$ cat config.mk
export PLATFORM = sky130hd
export DESIGN_NAME = psr_irq_gate
export DESIGN_NICKNAME = d
export VERILOG_FILES = /design/src/rtl/psr_irq_gate.sv
export SDC_FILE = /design/constraint.sdc
export NUM_CORES = 1
export LEC_CHECK = 0
export BUFFER_PORTS_ARGS = -buffer_cell sky130_fd_sc_hd__buf_2
export CAP_MARGIN = 20
export CELL_PAD_IN_SITES_DETAIL_PLACEMENT = 1
export CELL_PAD_IN_SITES_GLOBAL_PLACEMENT = 1
export CORE_MARGIN = 2
export CORE_UTILIZATION = 30
export CTS_CLUSTER_SIZE = 30
export DETAILED_ROUTE_END_ITERATION = 6
export PLACE_DENSITY_LB_ADDON = 0.1
export SETUP_SLACK_MARGIN = 0.05
export SLEW_MARGIN = 10
export SYNTH_ARGS = -nofsm -noshare
export SYNTH_HDL_FRONTEND = slang
export SYNTH_SLANG_ARGS = --single-unit
$ cat constraint.sdc
create_clock -name clk -period 3.95 [get_ports clk]
set_clock_uncertainty 0.1 [all_clocks]
set_input_delay 0.5925 -clock clk [delete_from_list [all_inputs] [get_ports clk]]
set_output_delay 0.5925 -clock clk [all_outputs]
set_load 0.01 [all_outputs]
$ cat src/rtl/psr_irq_gate.sv
module psr_irq_gate #(
  parameter int LVL_W = 3,
  parameter int CC_W  = 5
) (
  input  logic             clk,
  input  logic             rst_n,
  input  logic             wr_en,
  input  logic [1:0]       wr_be,
  input  logic [15:0]      wr_data,
  input  logic             priv_ok,
  input  logic             cc_load,
  input  logic [CC_W-1:0]  cc_in,
  input  logic             insn_done,
  input  logic [LVL_W-1:0] irq_level,
  output logic [15:0]      sr,
  output logic             sup,
  output logic             trace_req,
  output logic             irq_take,
  output logic [LVL_W-1:0] irq_take_level
);
  localparam logic [LVL_W-1:0] LVL_NMI = '1;

  logic [1:0]       trc;
  logic             s_bit;
  logic [LVL_W-1:0] mask;
  logic [CC_W-1:0]  cc;
  logic             accept;
  logic             sys_wr;

  assign sys_wr = wr_en && wr_be[1] && s_bit && priv_ok;
  assign accept = (irq_level == LVL_NMI) || (irq_level > mask);

  always_ff @(posedge clk or negedge rst_n) begin
    if (!rst_n) begin
      trc            <= 2'b00;
      s_bit          <= 1'b1;
      mask           <= LVL_NMI;
      cc             <= '0;
      irq_take       <= 1'b0;
      irq_take_level <= '0;
      trace_req      <= 1'b0;
    end else begin
      if (sys_wr) begin
        trc   <= wr_data[15:14];
        s_bit <= wr_data[13];
        mask  <= wr_data[8 +: LVL_W];
      end
      if (wr_en && wr_be[0]) cc <= wr_data[CC_W-1:0];
      else if (cc_load)      cc <= cc_in;
      irq_take       <= accept;
      irq_take_level <= accept ? irq_level : '0;
      trace_req      <= insn_done && (trc != 2'b00);
    end
  end

  assign sr  = {trc, s_bit, 2'b00, mask, 3'b000, cc};
  assign sup = s_bit;

  a_r4_sys_byte_locked: assert property (@(posedge clk) disable iff (!rst_n)
    (!sup || !priv_ok || !wr_en || !wr_be[1]) |=> $stable(sr[15:8]));

  a_r7_nmi_taken: assert property (@(posedge clk) disable iff (!rst_n)
    (irq_level == LVL_NMI) |=> (irq_take && irq_take_level == LVL_NMI));

  a_r8_zero_ignored: assert property (@(posedge clk) disable iff (!rst_n)
    (irq_level == '0) |=> !irq_take);

  a_r6_above_mask: assert property (@(posedge clk) disable iff (!rst_n)
    irq_take |-> (irq_take_level == LVL_NMI || irq_take_level > $past(sr[10:8])));

  a_r9_trace_source: assert property (@(posedge clk) disable iff (!rst_n)
    (!insn_done || sr[15:14] == 2'b00) |=> !trace_req);

  a_r9_trace_fires: assert property (@(posedge clk) disable iff (!rst_n)
    (insn_done && sr[15:14] != 2'b00) |=> trace_req);
endmodule

# After elaboration in Yosys (flattened, before gate mapping)
# Cells that the tools add are included.
[classes]
n_lt_le_gt_ge = 1
n_eq_ne = 1
mux = 3
reduce_logical = 8
[ops]
columns = ["operator", "n"]
rows = [
  ["5-bit two-way mux", 2],
  ["1-bit logical AND", 5],
  ["2-bit nonzero test", 2],
  ["3-bit equality test, second input constant", 1],
  ["3-bit > comparator", 1],
  ["3-bit two-way mux", 1],
  ["1-bit logical OR", 1],
]
[totals]
register_bits = 16
elab_cells = 20

# Longest topological paths before layout
# Gate-level depths: netlist (run 1).
[logic_depth]
ltp_word = 3
ltp_mapped = 5
ltp_nobuf = 5

# Worst setup path after synthesis (run 1)
# OpenSTA, ideal clock, no wires.
[synth_timing]
path_kind = "in2reg"
start = "in irq_level[2]"
end = "reg irq_take_level[0]"
setup_ps = 120
arrival_ps = 1360
t_required_ps = 3730
path_slack_ps = 2370
path_stages = 4
cell_sequence = "ha_1 a21oi_1 o21ai_1 a31o_2"
[synth_between]
elab_chain_len = 3
[synth_rtl]
columns = ["item", "line", "source"]
rows = [
  ["start, declared", "14", "input logic [LVL_W-1:0] irq_level,"],
  ["3-bit > comparator / 3-bit equality test (equally long branches)", "31", "assign accept = (irq_level == LVL_NMI) || (irq_level > mask);"],
  ["1-bit logical OR (*)", "31", ""],
  ["3-bit two-way mux (*)", "51", "irq_take_level <= accept ? irq_level : '0;"],
  ["end signal, assigned", "51", ""],
  ["end, declared", "19", "output logic [LVL_W-1:0] irq_take_level"],
]
# Every way passes the cells marked *; elsewhere a longest branch is shown, timed or not.
# A chain may end at the register's enable or synchronous reset.

# Worst setup path after layout (run 1)
[layout_timing]
start = "reg s_bit, in the netlist sup"
end = "out sr[13]"
[layout_lines]
columns = ["item", "line", "source"]
rows = [
  ["start, declared", "24", "logic s_bit;"],
  ["start signal, assigned", "45", "s_bit <= wr_data[13];"],
  ["end, declared", "15", "output logic [15:0] sr,"],
]
# No word-level cell between the ends.

==> results of run 1 <==
==> area by class of cell <==
cell class,count,share of cell area
Clock buffer,4,0.0263
Inverter,3,0.0113
Multi-Input combinational cell,42,0.304
Sequential cell,16,0.406
Tap cell,30,0.0375
Timing Repair Buffer,43,0.215
==> through the flow <==
step	worst slack, ns	hold WS (ns)
finish	2.27	0.102
global route	2.21	0.118
CTS	2.24	0.105
detailed placement	2.16	0.382
global placement	2.19	0.375
floorplan	2.37	0.197
==> flip-flops by register name (all words and copies together) (netlist names) <==
register and cells:
cc 5, sup 1, trace_req 1, trc 2, mask 3, irq_take_level 3
irq_take 1
==> kinds of logic after synthesis <==
logic type	Yosys count	share of synthesized area
other cells	1	0.00493
compound gates	13	0.110
buf+inv	11	0.0872
mux	10	0.140
simple gates	11	0.0757
flops	16	0.533
fa+ha+maj	3	0.0493
==> power groups by stage <==
stage          combinational [µW]  clock (µW)  sequential, µW
6_report                     53.3        89.9             177
5_1_grt                      61.5         103             178
4_1_cts                      54.7        97.7             177
3_5_place_dp                 54.3           0             180
3_3_place_gp                 53.3           0             180
2_1_floorplan                23.0           0             186
==> placed cells by master (no fill, tap or decap) <==
cell	n
nand4_2	1
ha_1	3
and2_1	1
clkbuf_4	3
a21oi_1	1
o21a_1	2
o21ai_0	5
dfstp_2	4
inv_1	3
o21ai_1	1
nand2_1	6
mux2i_1	5
conb_1	5
nand3_1	2
and3_1	1
clkbuf_1	1
mux2_2	5
a21o_1	1
dfrtp_1	12
a31o_2	3
buf_2	43
==> cells in the mapped netlist <==
cell type,number
a21o_1,1
a21oi_1,1
a31o_2,3
and2_1,1
and3_1,1
buf_2,1
buf_4,6
clkbuf_2,1
conb_1,1
dfrtp_1,12
dfstp_2,4
ha_1,3
inv_1,3
mux2_2,5
mux2i_1,5
nand2_1,6
nand3_1,2
nand4_2,1
o21a_1,2
o21ai_0,5
o21ai_1,1
==> worst max path at each step <==
stage                  from                end  slack [ns]
3_3_place_gp   irq_level[2]  irq_take_level[1]        2.19
3_5_place_dp   irq_level[2]  irq_take_level[1]        2.16
4_1_cts                 sup             sr[13]        2.24
5_1_grt             mask[2]  irq_take_level[1]        2.21
6_report                sup             sr[13]        2.27
2_1_floorplan  irq_level[2]  irq_take_level[0]        2.37
==> layer usage <==
layer | part of all wire | vias to the layer above | wire (µm) | track usage
li1 | - | 300 | - | -
met1 | 0.40 | 290 | 654 | 0.132
met2 | 0.50 | 29 | 819 | 0.225
met3 | 0.093 | 2 | 152 | 0.0355
met4 | 0.010 | 0 | 17 | 0.0750
met5 | 0 | - | 0 | 0
==> flow_summary.json, run 1 <==
{
  "rr_worst_depth": 5,
  "first_global_vias": 619,
  "setup_tns_ns": 0,
  "antenna_cells": 0,
  "postCtsSetupBuffers": 0,
  "cp-start-kind": "register",
  "ys_ff_latch": 16,
  "power_frac_seq": 0.553,
  "ys.warnings.count": 0,
  "slew_violations": 0,
  "routed-via-count": 621,
  "num_rows": 18,
  "power.switching_uw": 82.1,
  "comb_power_share": 0.166,
  "initial_core_util": 0.313,
  "cts_made_buffers": 3,
  "setup_viol": 0,
  "critical_path.top_delay_family": "flip-flops",
  "cts-root-buf": "clkbuf_4",
  "finish.utilization": 0.411,
  "hold_path.class": "input port to async pin",
  "fmaxAchievable_mhz": 595,
  "fin_area_um2": 1000,
  "synth_top_area_share": 0.395,
  "clockBufferDepth": 2,
  "ir_drop_uv": 140,
  "ys_types": 21,
  "place_congestion": 0.686,
  "cp_max_fo": 4,
  "worst_r2r_endpoint": "irq_take_level[1]",
  "multiInputGateArea_um2": 304,
  "htree_levels": 1,
  "clk_latency_ns": 0.28,
  "drive_gt1_frac": 0.546,
  "synth_top_area_cell": "dfrtp_1",
  "synth-seq-area-share": 0.533,
  "internal-power_uw": 238,
  "regArea_um2": 405,
  "r2r_slack_ns": 2.32,
  "antenna_left": 0,
  "endpoint_kind": "output pin",
  "globalRouteOverflowTotal": 0,
  "port_buffers": 43,
  "core_region_area_um2": 2430,
  "cts-hold-fix-buffers": 0,
  "path_clk_slew_ns": 0.10,
  "final_cells": 138,
  "place_area_um2": 973,
  "status": "finished, final reports clean",
  "path_buf_inv": 1,
  "max_stage_delay_ns": 0.57,
  "antenna_found_initial": 0,
  "wirelength_mm": 1.64,
  "area.growth.synth_to_final_pct": 31.4,
  "drt-vias-per-instance": 4.50,
  "crit_path_cell_trace": "buf_2",
  "place_inst": 134,
  "clkPwrFrac": 0.281,
  "syn_area_per_cell_um2": 11.7,
  "dieArea_um2": 2950,
  "hold_violations": 0,
  "power_density_nw_per_um2": 320,
  "io_pins": 54,
  "p_leak_uw": 0.000551,
  "critPathArrivalTime_ns": 0.99,
  "grt_usage": 0.127,
  "die_x_um": 54.4,
  "rsz0062_at_grt": "no",
  "grt_pass1_wl_mm": 2.62,
  "final_nets": 144,
  "r2r-start": "mask[2]",
  "tritoncts": "done",
  "cp.required_ns": 3.26,
  "grt_start_max_net_pins": 17,
  "finalPower_uw": 320,
  "syn_area_um2": 761,
  "syn_inst": 65,
  "dieHeight_um": 54.4,
  "n_fill_cell": 300,
  "fin_crit_sh": 0.426,
  "critical_path_cell_count": 1,
  "critical_path_class": "register to output pin",
  "cap_viol_max_count": 0,
  "synthTopCellsByArea": "dfrtp_1 39%, dfstp_2 14%, mux2_2 7.4%",
  "ctsResizeCount": 0,
  "p_sw_frac": 0.257,
  "slowest_stage": "dfstp_2",
  "drt-initial-drc-count": 2,
  "fin_crit_ns": 1.68,
  "drc": 0,
  "wl_per_cell_um": 11.9,
  "first_pass_iters": 3,
  "cts_sinks": 16
}
Power figures use the tool's default switching activity.
==> run 2: changes to the inputs <==
--- a/config.mk
+++ b/config.mk
@@ -10,7 +10,7 @@
 export CELL_PAD_IN_SITES_DETAIL_PLACEMENT = 1
 export CELL_PAD_IN_SITES_GLOBAL_PLACEMENT = 1
 export CORE_MARGIN = 2
-export CORE_UTILIZATION = 30
+export CORE_UTILIZATION = 25
 export CTS_CLUSTER_SIZE = 30
 export DETAILED_ROUTE_END_ITERATION = 6
 export PLACE_DENSITY_LB_ADDON = 0.1
==> constraint.sdc (replaced) <==
create_clock -name clk -period 1.5 [get_ports clk]
set_clock_uncertainty 0.1 [all_clocks]
set_input_delay 0.225 -clock clk [delete_from_list [all_inputs] [get_ports clk]]
set_output_delay 0.225 -clock clk [all_outputs]
set_load 0.01 [all_outputs]
==> run 2 against run 1 <==
Against the previous run:
- sequential share of layout area shrank 3.0 points
- combinational power grew to 2.8 times the previous value
- register-to-register slack lost 2.3 ns
- hold slack lost 0.062 ns
- flip-flop and latch count is the same
- count of clock-buffer cells in the layout is the same
- critical endpoint is now irq_take_level[1]
- largest power group unchanged
==> flow_summary.json, run 2 (same netlist as run 1, synthesis figures left out) <==
{
  "wirelength_mm": 1.55,
  "num_rows": 20,
  "largest_reg_flops": 5,
  "critical_path_class": "register to register",
  "slew_violations": 0,
  "path_clk_slew_ns": 0.09,
  "r2r_slack_ns": 0.07,
  "tritoncts": "done",
  "r2r-start": "mask[2]",
  "power_density_nw_per_um2": 832,
  "drive_gt1_frac": 0.631,
  "fin_area_um2": 1080,
  "pre_cts_ws_ns": 0.00316,
  "rsz0062_at_grt": "yes",
  "cap_viol_max_count": 0,
  "cts_made_buffers": 3,
  "area.growth.synth_to_final_pct": 41.8,
  "worst_r2r_endpoint": "irq_take_level[1]",
  "port_buffers": 43,
  "antenna_cells": 0,
  "place_inst": 139,
  "place_congestion": 0.699,
  "final_nets": 147,
  "cts-root-buf": "clkbuf_4",
  "worstHoldPathCells": 3,
  "ir_drop_uv": 298,
  "n_fill_cell": 354,
  "antenna_found_initial": 0,
  "cp-startpoint": "mask[2]",
  "first_pass_iters": 4,
  "endpoint": "irq_take_level[1]",
  "clk_latency_ns": 0.28,
  "globalRouteOverflowTotal": 0,
  "grt_pass1_wl_mm": 2.61,
  "final_cells": 144,
  "fin_crit_sh": 0.955,
  "p_leak_uw": 0.000577,
  "fmaxAchievable_mhz": 698,
  "die_x_um": 59.2,
  "drt-vias-per-instance": 4.28,
  "core_region_area_um2": 2980,
  "antenna_left": 0,
  "endpoint_kind": "register",
  "dieArea_um2": 3500,
  "fin_crit_ns": 1.43,
  "regArea_um2": 405,
  "layout_commonest_cell": "buf_2",
  "drt-initial-drc-count": 10,
  "worst_slack_ns": 0.0680,
  "critPathArrivalTime_ns": 1.52,
  "cp_max_fo": 4,
  "dp_hpwl_mm": 1.28,
  "reg_top3": "cc: 5 flops, irq_take_level: 3 flops, mask: 3 flops",
  "setup_viol": 0,
  "rr_worst_depth": 5,
  "io_pins": 54,
  "final_cell_mix": "43 x buf_2, 12 x dfrtp_1",
  "htree_levels": 1,
  "cp-start-kind": "register",
  "top_register": "cc",
  "routed-via-count": 616,
  "hold_path.class": "input port to register",
  "setup_tns_ns": 0,
  "wl_per_cell_um": 10.8,
  "grt_usage": 0.100,
  "first_global_vias": 611,
  "status": "finished, final reports clean",
  "drc": 0,
  "dieHeight_um": 59.2,
  "initial_core_util": 0.255,
  "cts_sinks": 16,
  "cp.required_ns": 1.58,
  "hold_violations": 0,
  "clockBufferDepth": 2,
  "multiInputGateArea_um2": 344,
  "grt_start_max_net_pins": 17,
  "place_area_um2": 1000
}
## run 2: report_power, final
group          switching [µW]  total (µW)  internal, µW  leakage [µW]
clock network             133         280           148     0.0000210
logic                    76.6         151          74.0      0.000366
registers                9.20         466           457      0.000190
total                     219         897           679      0.000577
## run 2: worst min-delay path by stage
stage	startpoint	endpoint	slack [ns]
finish	wr_data[1]	cc[1]	0.04
global route	wr_data[0]	cc[0]	0.04
CTS	wr_data[1]	cc[1]	0.03
detailed placement	rst_n	irq_take_level[2]	0.06
global placement	rst_n	irq_take_level[2]	0.07
floorplan	rst_n	cc[0]	-0.17
## run 2: area by class of cell
| cell class | count | share of cell area |
|---|---|---|
| Clock buffer | 4 | 0.0336 |
| Tap cell | 33 | 0.0383 |
| Inverter | 3 | 0.0104 |
| Timing Repair Buffer | 46 | 0.223 |
| Sequential cell | 16 | 0.376 |
| Multi-Input combinational cell | 42 | 0.319 |
## run 2: critical path: stages, from the launching register on
cell     delay, ns
dfstp_2       0.54
inv_2         0.04
ha_4          0.22
a21oi_2       0.14
o21ai_2       0.09
a31o_2        0.20
## run 2: metal layers
layer,vias up,global-route usage,share of wire
met3,2,0.0459,0.094
met2,28,0.144,0.46
met4,0,0.0292,0.0097
li1,306,-,-
met5,-,0,0
met1,280,0.134,0.44
## run 2: per-stage QoR
stage,utilization,hold slack [ns],power (µW)
floorplan,-,-0.171,550
global placement,0.337,0.0691,616
detailed placement,0.337,0.0636,620
CTS,0.361,0.0296,919
global route,0.362,0.0362,963
finish,0.362,0.0399,897
## run 2: what timing repair did
item / CTS / global route
endpoints found under the hold margin: 12 / 0
endpoints found under the setup margin: 4 / 4
gates resized for setup: 4 / 2
pin swaps: 2 / 3
hold buffers: 1 / 0
setup buffers: 0 / 0
